===== src/rtl/cond_bit_select.sv =====
module cond_bit_select #(
  parameter int DATA_W = 64,
  parameter int FIELDS = 8,
  parameter int FW     = 4
) (
  input  logic              clk,
  input  logic              rst_n,
  input  logic              req_valid,
  input  logic [31:0]       cond_reg,
  input  logic [4:0]        bit_sel,
  input  logic              a_spec_zero,
  input  logic [DATA_W-1:0] src_a,
  input  logic [DATA_W-1:0] src_b,
  output logic [DATA_W-1:0] res_data,
  output logic              res_valid
);
  localparam int CR_W   = FIELDS * FW;
  localparam int FSEL_W = $clog2(FIELDS);
  localparam int BSEL_W = $clog2(FW);
  localparam int IDX_W  = FSEL_W + BSEL_W;

  logic [FSEL_W-1:0] fsel;
  logic [BSEL_W-1:0] bsel;
  logic [FW-1:0]     field;
  logic              hit;
  logic [DATA_W-1:0] a_eff;
  logic [DATA_W-1:0] pick;

  assign fsel = bit_sel[IDX_W-1 -: FSEL_W];
  assign bsel = bit_sel[BSEL_W-1:0];

  // field 0 sits in the top nibble; bits inside a field count from the MSB
  always_comb begin
    field = cond_reg[(CR_W-1) - FW*int'(fsel) -: FW];
    hit   = field[(FW-1) - int'(bsel)];
  end

  assign a_eff = a_spec_zero ? '0 : src_a;
  assign pick  = hit ? a_eff : src_b;

  always_ff @(posedge clk) begin
    if (!rst_n) begin
      res_data  <= '0;
      res_valid <= 1'b0;
    end else begin
      res_valid <= req_valid;
      if (req_valid) res_data <= pick;
    end
  end

  a_r2_valid_follows: assert property (@(posedge clk) disable iff (!rst_n)
    req_valid |=> res_valid);
  a_r2_no_spurious_valid: assert property (@(posedge clk) disable iff (!rst_n)
    !req_valid |=> !res_valid);
  a_r4_take_a: assert property (@(posedge clk) disable iff (!rst_n)
    (req_valid && cond_reg[CR_W-1-int'(bit_sel)] && !a_spec_zero)
      |=> res_data == $past(src_a));
  a_r5_force_zero: assert property (@(posedge clk) disable iff (!rst_n)
    (req_valid && cond_reg[CR_W-1-int'(bit_sel)] && a_spec_zero)
      |=> res_data == '0);
  a_r6_take_b: assert property (@(posedge clk) disable iff (!rst_n)
    (req_valid && !cond_reg[CR_W-1-int'(bit_sel)])
      |=> res_data == $past(src_b));
  a_r7_hold: assert property (@(posedge clk) disable iff (!rst_n)
    !req_valid |=> $stable(res_data));
endmodule


===== config.mk =====
export PLATFORM = sky130hd
export DESIGN_NAME = cond_bit_select
export DESIGN_NICKNAME = d
export VERILOG_FILES = /design/src/rtl/cond_bit_select.sv
export SDC_FILE = /design/constraint.sdc
export NUM_CORES = 1
export LEC_CHECK = 0
export ABC_AREA = 1
export BUFFER_PORTS_ARGS = -buffer_cell sky130_fd_sc_hd__buf_2
export CAP_MARGIN = 15
export CELL_PAD_IN_SITES_DETAIL_PLACEMENT = 1
export CELL_PAD_IN_SITES_GLOBAL_PLACEMENT = 1
export CORE_MARGIN = 8
export CORE_UTILIZATION = 28
export CTS_CLUSTER_SIZE = 20
export DETAILED_ROUTE_END_ITERATION = 16
export GPL_ROUTABILITY_DRIVEN = 0
export PLACE_DENSITY = 0.9
export SLEW_MARGIN = 40
export SYNTH_ARGS = -nofsm -noshare
export SYNTH_HDL_FRONTEND = slang
export SYNTH_SLANG_ARGS = --single-unit

===== constraint.sdc =====
create_clock -name clk -period 2 [get_ports clk]
set_clock_uncertainty 0.05 [all_clocks]
set_input_delay 0.3 -clock clk [delete_from_list [all_inputs] [get_ports clk]]
set_output_delay 0.3 -clock clk [all_outputs]
set_load 0.01 [all_outputs]

Word level (Yosys, flattened, before mapping)
Cells that the tools add are included.

operators by class
  mux-type cells = 5
  magnitude comparators = 1
  divide/modulo/power cells = 0
  shift operators = 1
  equality and inequality tests = 0
  multipliers = 0
  bitwise operators = 0
  add/subtract/negate cells = 2
  reductions and logical operators = 0

operators with widths
  operator             number
  $mux 64              2
  $shiftx 35x6->4      1
  $sub 5x5->6 const A  1
  $lt 3x4->1 const B   1
  $sub 2x2->3 const A  1
  $bmux 1 s2           1
  $mux 1               2

word-level totals
  latch bits = 0
  bits in read-only memories = 0
  register bits = 65
  logic and storage cells = 11
  input port bits = 169
  output and inout bits = 65
  memories kept = 0
  RAM bits = 0

Depth between registers and ports, before layout
Gate-level depths: netlist of the first run.

  depth after elaboration = 6
  mapped depth = 14
  depth with buffers taken out = 11

Worst setup path after synthesis of the first run
No wires, ideal clock.

  kind = input to register
  start = in bit_sel[2]
  end = reg res_data[0]
  library setup time = 0.132 ns
  path buffers = 3
  slack = 0.346 ns
  data required time = 1.818 ns
  data arrival time = 1.472 ns
  cell stages on the path = 13
  path through = buf_4 buf_4 nand2_1 nand3_1 nand3_1 nand2_1 nand2_1 nand3_2 nand2_2 buf_2 nand2_1 nand3_1 a21oi_1

between the ends
  longest elaborated chain between the ends = 6

ends and longest elaborated chain
  item                                       line  source
  start, declared                            10    input logic [4:0] bit_sel,
  $sub 5x5->6                                34    field = cond_reg[(CR_W-1) - FW*int'(fsel) -: FW];
  $shiftx 35x6->4                            34
  $bmux 1 s2                                 35    hit = field[(FW-1) - int'(bsel)];
  $mux 1 (implied by the code) (2 in a row)  35
  $mux 64                                    39    assign pick = hit ? a_eff : src_b;
  end signal, assigned                       47    if (req_valid) res_data <= pick;
  end, declared                              14    output logic [DATA_W-1:0] res_data,

Every way passes these cells. The select of a mux whose other input is x is not followed.
A chain may end at the register's enable or synchronous reset.

Final worst setup path of the first run
  start = in bit_sel[2]
  end = reg res_data[31]

Same word-level chain as after synthesis.

==> results of run 1 <==
synthesized netlist by cell type:
cell / n / share of area (%)
nand2_1: 233 / 23
nand3_1: 152 / 20
inv_1: 69 / 6.7
dfxtp_1: 65 / 34
a21oi_1: 64 / 8.3
clkbuf_1: 22 / 2.1
buf_6: 15 / 4.4
buf_2: 7 / 0.90
buf_1: 3 / 0.29
inv_2: 3 / 0.29
buf_4: 2 / 0.39
nand3_2: 2 / 0.52
inv_4: 1 / 0.16
nand2_2: 1 / 0.16
cells in the final DEF, fill, tap and decap left out, types with 2 or more instances in the layout:
| cell type | instances |
|---|---|
| nand3_2 | 2 |
| clkbuf_16 | 9 |
| nand2_1 | 233 |
| inv_2 | 3 |
| buf_12 | 9 |
| a21oi_1 | 64 |
| buf_4 | 4 |
| clkinv_2 | 2 |
| dfxtp_1 | 65 |
| nand3_1 | 152 |
| inv_1 | 69 |
| buf_2 | 233 |
per-stage QoR:
stage	total power, W	instances	setup WS (ns)	utilization, %
after floorplan	0.00210	639	0.346	-
after global placement	0.00251	1016	0.116	37.6
after detailed placement	0.00254	1016	0.0551	37.6
after CTS	0.00398	1030	0.405	39.5
after global routing	0.00415	1031	0.235	39.5
final	0.00390	1031	0.402	39.5
area by class of cell:
class                           instances  area, um2
Clock buffer                           11        243
Tap cell                              180        225
Multi-Input combinational cell        452       1980
Sequential cell                        65       1300
Antenna cell                            1       2.50
Timing Repair Buffer                  246       1380
Clock inverter                          3       18.8
Fill cell                            1931       8290
Inverter                               73        277
critical path, cell delays in order:
cell and delay (ns):
buf_2 0.20, inv_4 0.12, nand2_1 0.08, nand3_1 0.09
nand3_1 0.09, nand2_1 0.06, nand2_1 0.06, nand3_2 0.14
nand2_2 0.17, buf_12 0.19, nand2_1 0.07, nand3_1 0.07
a21oi_1 0.07
logic make-up (layout without fill, tap and decap cells):
kind of cell	after synthesis	count (layout)	synth area share, %
and+or+nand+nor	388	388	42.9
other	0	1	0
buffers and inverters	122	333	15.2
DFF	65	65	33.6
AOI/OAI and AO/OA	64	64	8.27
sequential cells by signal (all words and copies together) (netlist names):
| signal | flops |
|---|---|
| res_valid | 1 |
| res_data | 64 |
worst min path at each step:
stage	startpoint	endpoint	depth (start not counted)
2_1_floorplan	rst_n	res_valid$_SDFF_PN0_	2
3_3_place_gp	res_data[44]$_SDFFE_PN0P_	res_data[44]$_SDFFE_PN0P_	2
3_5_place_dp	res_data[54]$_SDFFE_PN0P_	res_data[54]$_SDFFE_PN0P_	2
4_1_cts	rst_n	res_valid$_SDFF_PN0_	3
5_1_grt	rst_n	res_valid$_SDFF_PN0_	3
6_report	rst_n	res_valid$_SDFF_PN0_	3
metal layers:
metal / vias up / wire length, um
li1: 2436 / -
met1: 2243 / 6430
met2: 170 / 7600
met3: 20 / 1290
met4: 0 / 278
met5: - / 0
where the power goes:
part	internal, W	leakage [nW]	switching [W]
logic	0.000444	2.36	0.000593
clock network	0.000855	0.131	0.000553
registers	0.00140	0.536	0.0000526
total	0.00270	3.03	0.00120
==> flow_summary.ini, run 1 <==
[power_and_ir_drop]
vdd_drop_max_v = 0.000303
power_density_nw_per_um2 = 719
power.leakage_nw = 3.03

[cells_and_area]
synthToLayoutAreaGrowth_pct = 40.1
final_layout_size_suffix_gt1_share_pct = 31.3
finish.instance_area_um2 = 5430
fin_nets = 1016

[clock_network]
ctsHoldBuffers = 0
cts_max_path_buffers = 2
tritoncts = yes
clkSlewWorstSetupHoldPaths_ns = 0.05
insertion_delay_ns = 0.32
htree_levels = 3
post_cts_resized = 0
clock_tree.root_cell = clkbuf_16
clock-sinks = 65
numCtsBuffers = 9
post_cts_buffers = 0

[floorplanning]
ios = 234
fp.dieH_um = 134
dieArea_um2 = 17800
rows = 43
die_x_um = 134
core_area_um2 = 13700
initial_core_util_pct = 28.2

[sta]
whs_ns = 0.142
hold_viol = 0
slew_headroom_pct = 73.1
rsz0062_at_grt = false
fin_crit_ns = 1.60
fin_tns_setup_ns = 0
max_freq_ghz = 0.626
slew_viol_final = 0
fin_crit_sh_pct = 79.9
setup_violations = 0
worst_pin_slew_ns = 0.404

[global_routing]
gr-max-usage-layer = met2
grt.total_usage_pct = 17.4
antenna_found_initial = 1
grt_pass1_wl_mm = 25.5
met1_usage_pct = 19.4
grt_pass1_vias = 5099
grt_max_degree = 65
met2_usage_pct = 30.2
grt_remaining_overflow = 0
use_met3_pct = 5.65

[synthesis]
ys_seq_elements = 65
synth_fp_nets = 808
synthCells = 639
netlist_area_um2 = 3870
ys_seq_area_share_pct = 33.6
yosysWarnings = 0
syn_area_per_cell_um2 = 6.06
synthDistinctLibCells = 14

[placement]
place_hpwl_mm = 11.7
port_buffers = 233
place_area_um2 = 5160

[worst_setup_path]
crit_path_end = res_data[31]$_SDFFE_PN0P_
end_kind = flip-flop
startpoint = bit_sel[2]
cp.arrival_ns = 1.75
timing.rr.start = res_data[25]$_SDFFE_PN0P_
path_class = in -> reg
cp.required_ns = 2.15
cp_max_fo = 31
timing.rr.end = res_data[25]$_SDFFE_PN0P_
startpoint_type = primary input
regToRegSetupSlack_ns = 1.30
rr_worst_depth = 2

[route]
wl_mm = 15.6
avgRoutedWirePerCell_um = 15.1
drt_iter0_markers = 193
vias = 4869
firstDrtPassIters = 4
ant_nets = 0
via_per_inst = 4.72
post-route-drc-count = 0

[status]
status = finished clean

[worst_hold_path]
worstHoldPathType = in -> reg

[flow_run]
maxCapViolCount = 0
Power figures use the tool's default switching activity.
==> run 2: changes to the inputs <==
- clock period: 2 -> 1.64 ns (I/O delays scaled with it)
==> flow_summary.ini, run 2 (synthesized netlist as in run 1, its figures left out) <==
[power_and_ir_drop]
seq_power_share_pct = 34.5
p_sw_w = 0.00154
vdd_drop_max_v = 0.000528
p_sw_share_pct = 29.9
internal-power_w = 0.00360
power_density_nw_per_um2 = 924
power.leakage_nw = 3.09
clkPwrFrac_pct = 39.6
power_frac_comb_pct = 25.9
p_total_w = 0.00514

[global_routing]
grt_remaining_overflow = 0
grt.total_usage_pct = 17.9
grt_pass1_wl_mm = 25.9
grt_max_degree = 65
grt_pass1_vias = 5238
antenna_found_initial = 0

[cells_and_area]
final_util_pct = 40.6
largest_register_ffs = 64
regMostFlops = res_data
mostFrequentLayoutCells = nand2_1, buf_2, nand3_1
layout_commonest_cell = nand2_1
fill_cells = 1918
layout.cells.non_filler = 1035
finish.instance_area_um2 = 5570
final_layout_size_suffix_gt1_share_pct = 31.9
reg_top3 = res_data (64), res_valid (1)
synthToLayoutAreaGrowth_pct = 43.7
antenna_cells = 0
fin_nets = 1020

[flow_run]
maxCapViolCount = 0

[worst_hold_path]
worstHoldPathCells = 3
min-delay-start = rst_n
hold_path_end = res_valid$_SDFF_PN0_
worstHoldPathType = in -> reg

[worst_setup_path]
timing.rr.start = res_data[25]$_SDFFE_PN0P_
timing.rr.end = res_data[25]$_SDFFE_PN0P_
cp.arrival_ns = 1.67
end_kind = flip-flop
startpoint_type = primary input
regToRegSetupSlack_ns = 0.95
rr_worst_depth = 2
cp_max_fo = 17
path_class = in -> reg
cp.required_ns = 1.80

[sta]
setup_violations = 0
slew_headroom_pct = 74.5
slew_viol_final = 0
max_freq_ghz = 0.664
fin_crit_ns = 1.51
worst_pin_slew_ns = 0.383
fin_crit_sh_pct = 91.8
hold_viol = 0

[route]
wl_mm = 16.3
ant_nets = 0
avgRoutedWirePerCell_um = 15.7
vias = 4974
firstDrtPassIters = 4
post-route-drc-count = 0
drt_iter0_markers = 209
via_per_inst = 4.81

[floorplanning]
core_area_um2 = 13700
fp.dieH_um = 134
rows = 43
dieArea_um2 = 17800
initial_core_util_pct = 28.2
ios = 234
die_x_um = 134

[clock_network]
clkSlewWorstSetupHoldPaths_ns = 0.06
numCtsBuffers = 9
cts_max_path_buffers = 2
clock-sinks = 65
tritoncts = yes
htree_levels = 3
ctsHoldBuffers = 0
insertion_delay_ns = 0.34
clock_tree.root_cell = clkbuf_16

[placement]
dpl.cell_count = 1018
port_buffers = 233
place_area_um2 = 5190
place_hpwl_mm = 11.9

[status]
status = finished clean
[run 2: through the flow]
step	hold WS [ns]	setup TNS (ns)	setup WS [ns]
4_1_cts	0.0682	0	0.119
5_1_grt	0.0832	-0.00707	-0.00657
6_report	0.0798	0	0.134
2_1_floorplan	0.294	0	0.0397
3_5_place_dp	0.404	-13.78	-0.234
3_3_place_gp	0.399	-10.84	-0.189
[run 2: final cells by class]
type	instances	area, um2	area share, %
Clock buffer	9	225	4.05
Clock inverter	6	83.8	1.51
Inverter	73	280	5.03
Multi-Input combinational cell	452	1990	35.8
Sequential cell	65	1300	23.4
Tap cell	180	225	4.05
Timing Repair Buffer	250	1460	26.2
[run 2: power by group through the flow]
stage               Sequential [W]  Clock [W]  Combinational [W]
global route               0.00179    0.00218            0.00150
CTS                        0.00178    0.00210            0.00130
finish                     0.00177    0.00204            0.00133
floorplan                  0.00187          0           0.000699
detailed placement         0.00181          0            0.00129
global placement           0.00180          0            0.00126
[run 2: timing repair]
action | CTS | global route
setup endpoints to repair | 0 | 62
setup buffers | 0 | 0
resized for setup | 0 | 4
[run 2: worst max-delay path by stage]
stage	startpoint	endpoint	slack (ns)	cells past startpoint
2_1_floorplan	bit_sel[2]	res_data[0]$_SDFFE_PN0P_	0.04	13
5_1_grt	bit_sel[2]	res_data[25]$_SDFFE_PN0P_	-0.007	13
3_3_place_gp	bit_sel[2]	res_data[31]$_SDFFE_PN0P_	-0.19	13
4_1_cts	bit_sel[2]	res_data[62]$_SDFFE_PN0P_	0.12	13
3_5_place_dp	bit_sel[2]	res_data[25]$_SDFFE_PN0P_	-0.23	13
6_report	bit_sel[2]	res_data[62]$_SDFFE_PN0P_	0.13	13
[run 2: routing by layer]
layer | part of all wire (%) | routed length (um) | vias up | GRT usage, %
met1 | 41 | 6710 | 2347 | 19.7
met3 | 7.9 | 1300 | 18 | 7.00
met5 | 0 | 0 | - | 0
li1 | - | - | 2446 | -
met2 | 49 | 8070 | 163 | 31.1
met4 | 1.4 | 225 | 0 | 4.87
[run 2: worst max-delay path: stages]
cell and delay [ns]:
clkbuf_4 0.17, buf_12 0.15, nand2_1 0.06, nand3_1 0.07
nand3_1 0.08, nand2_1 0.05, nand2_1 0.07, nand3_2 0.17
nand2_4 0.20, buf_12 0.17, nand2_1 0.08, nand3_1 0.07
a21oi_1 0.06
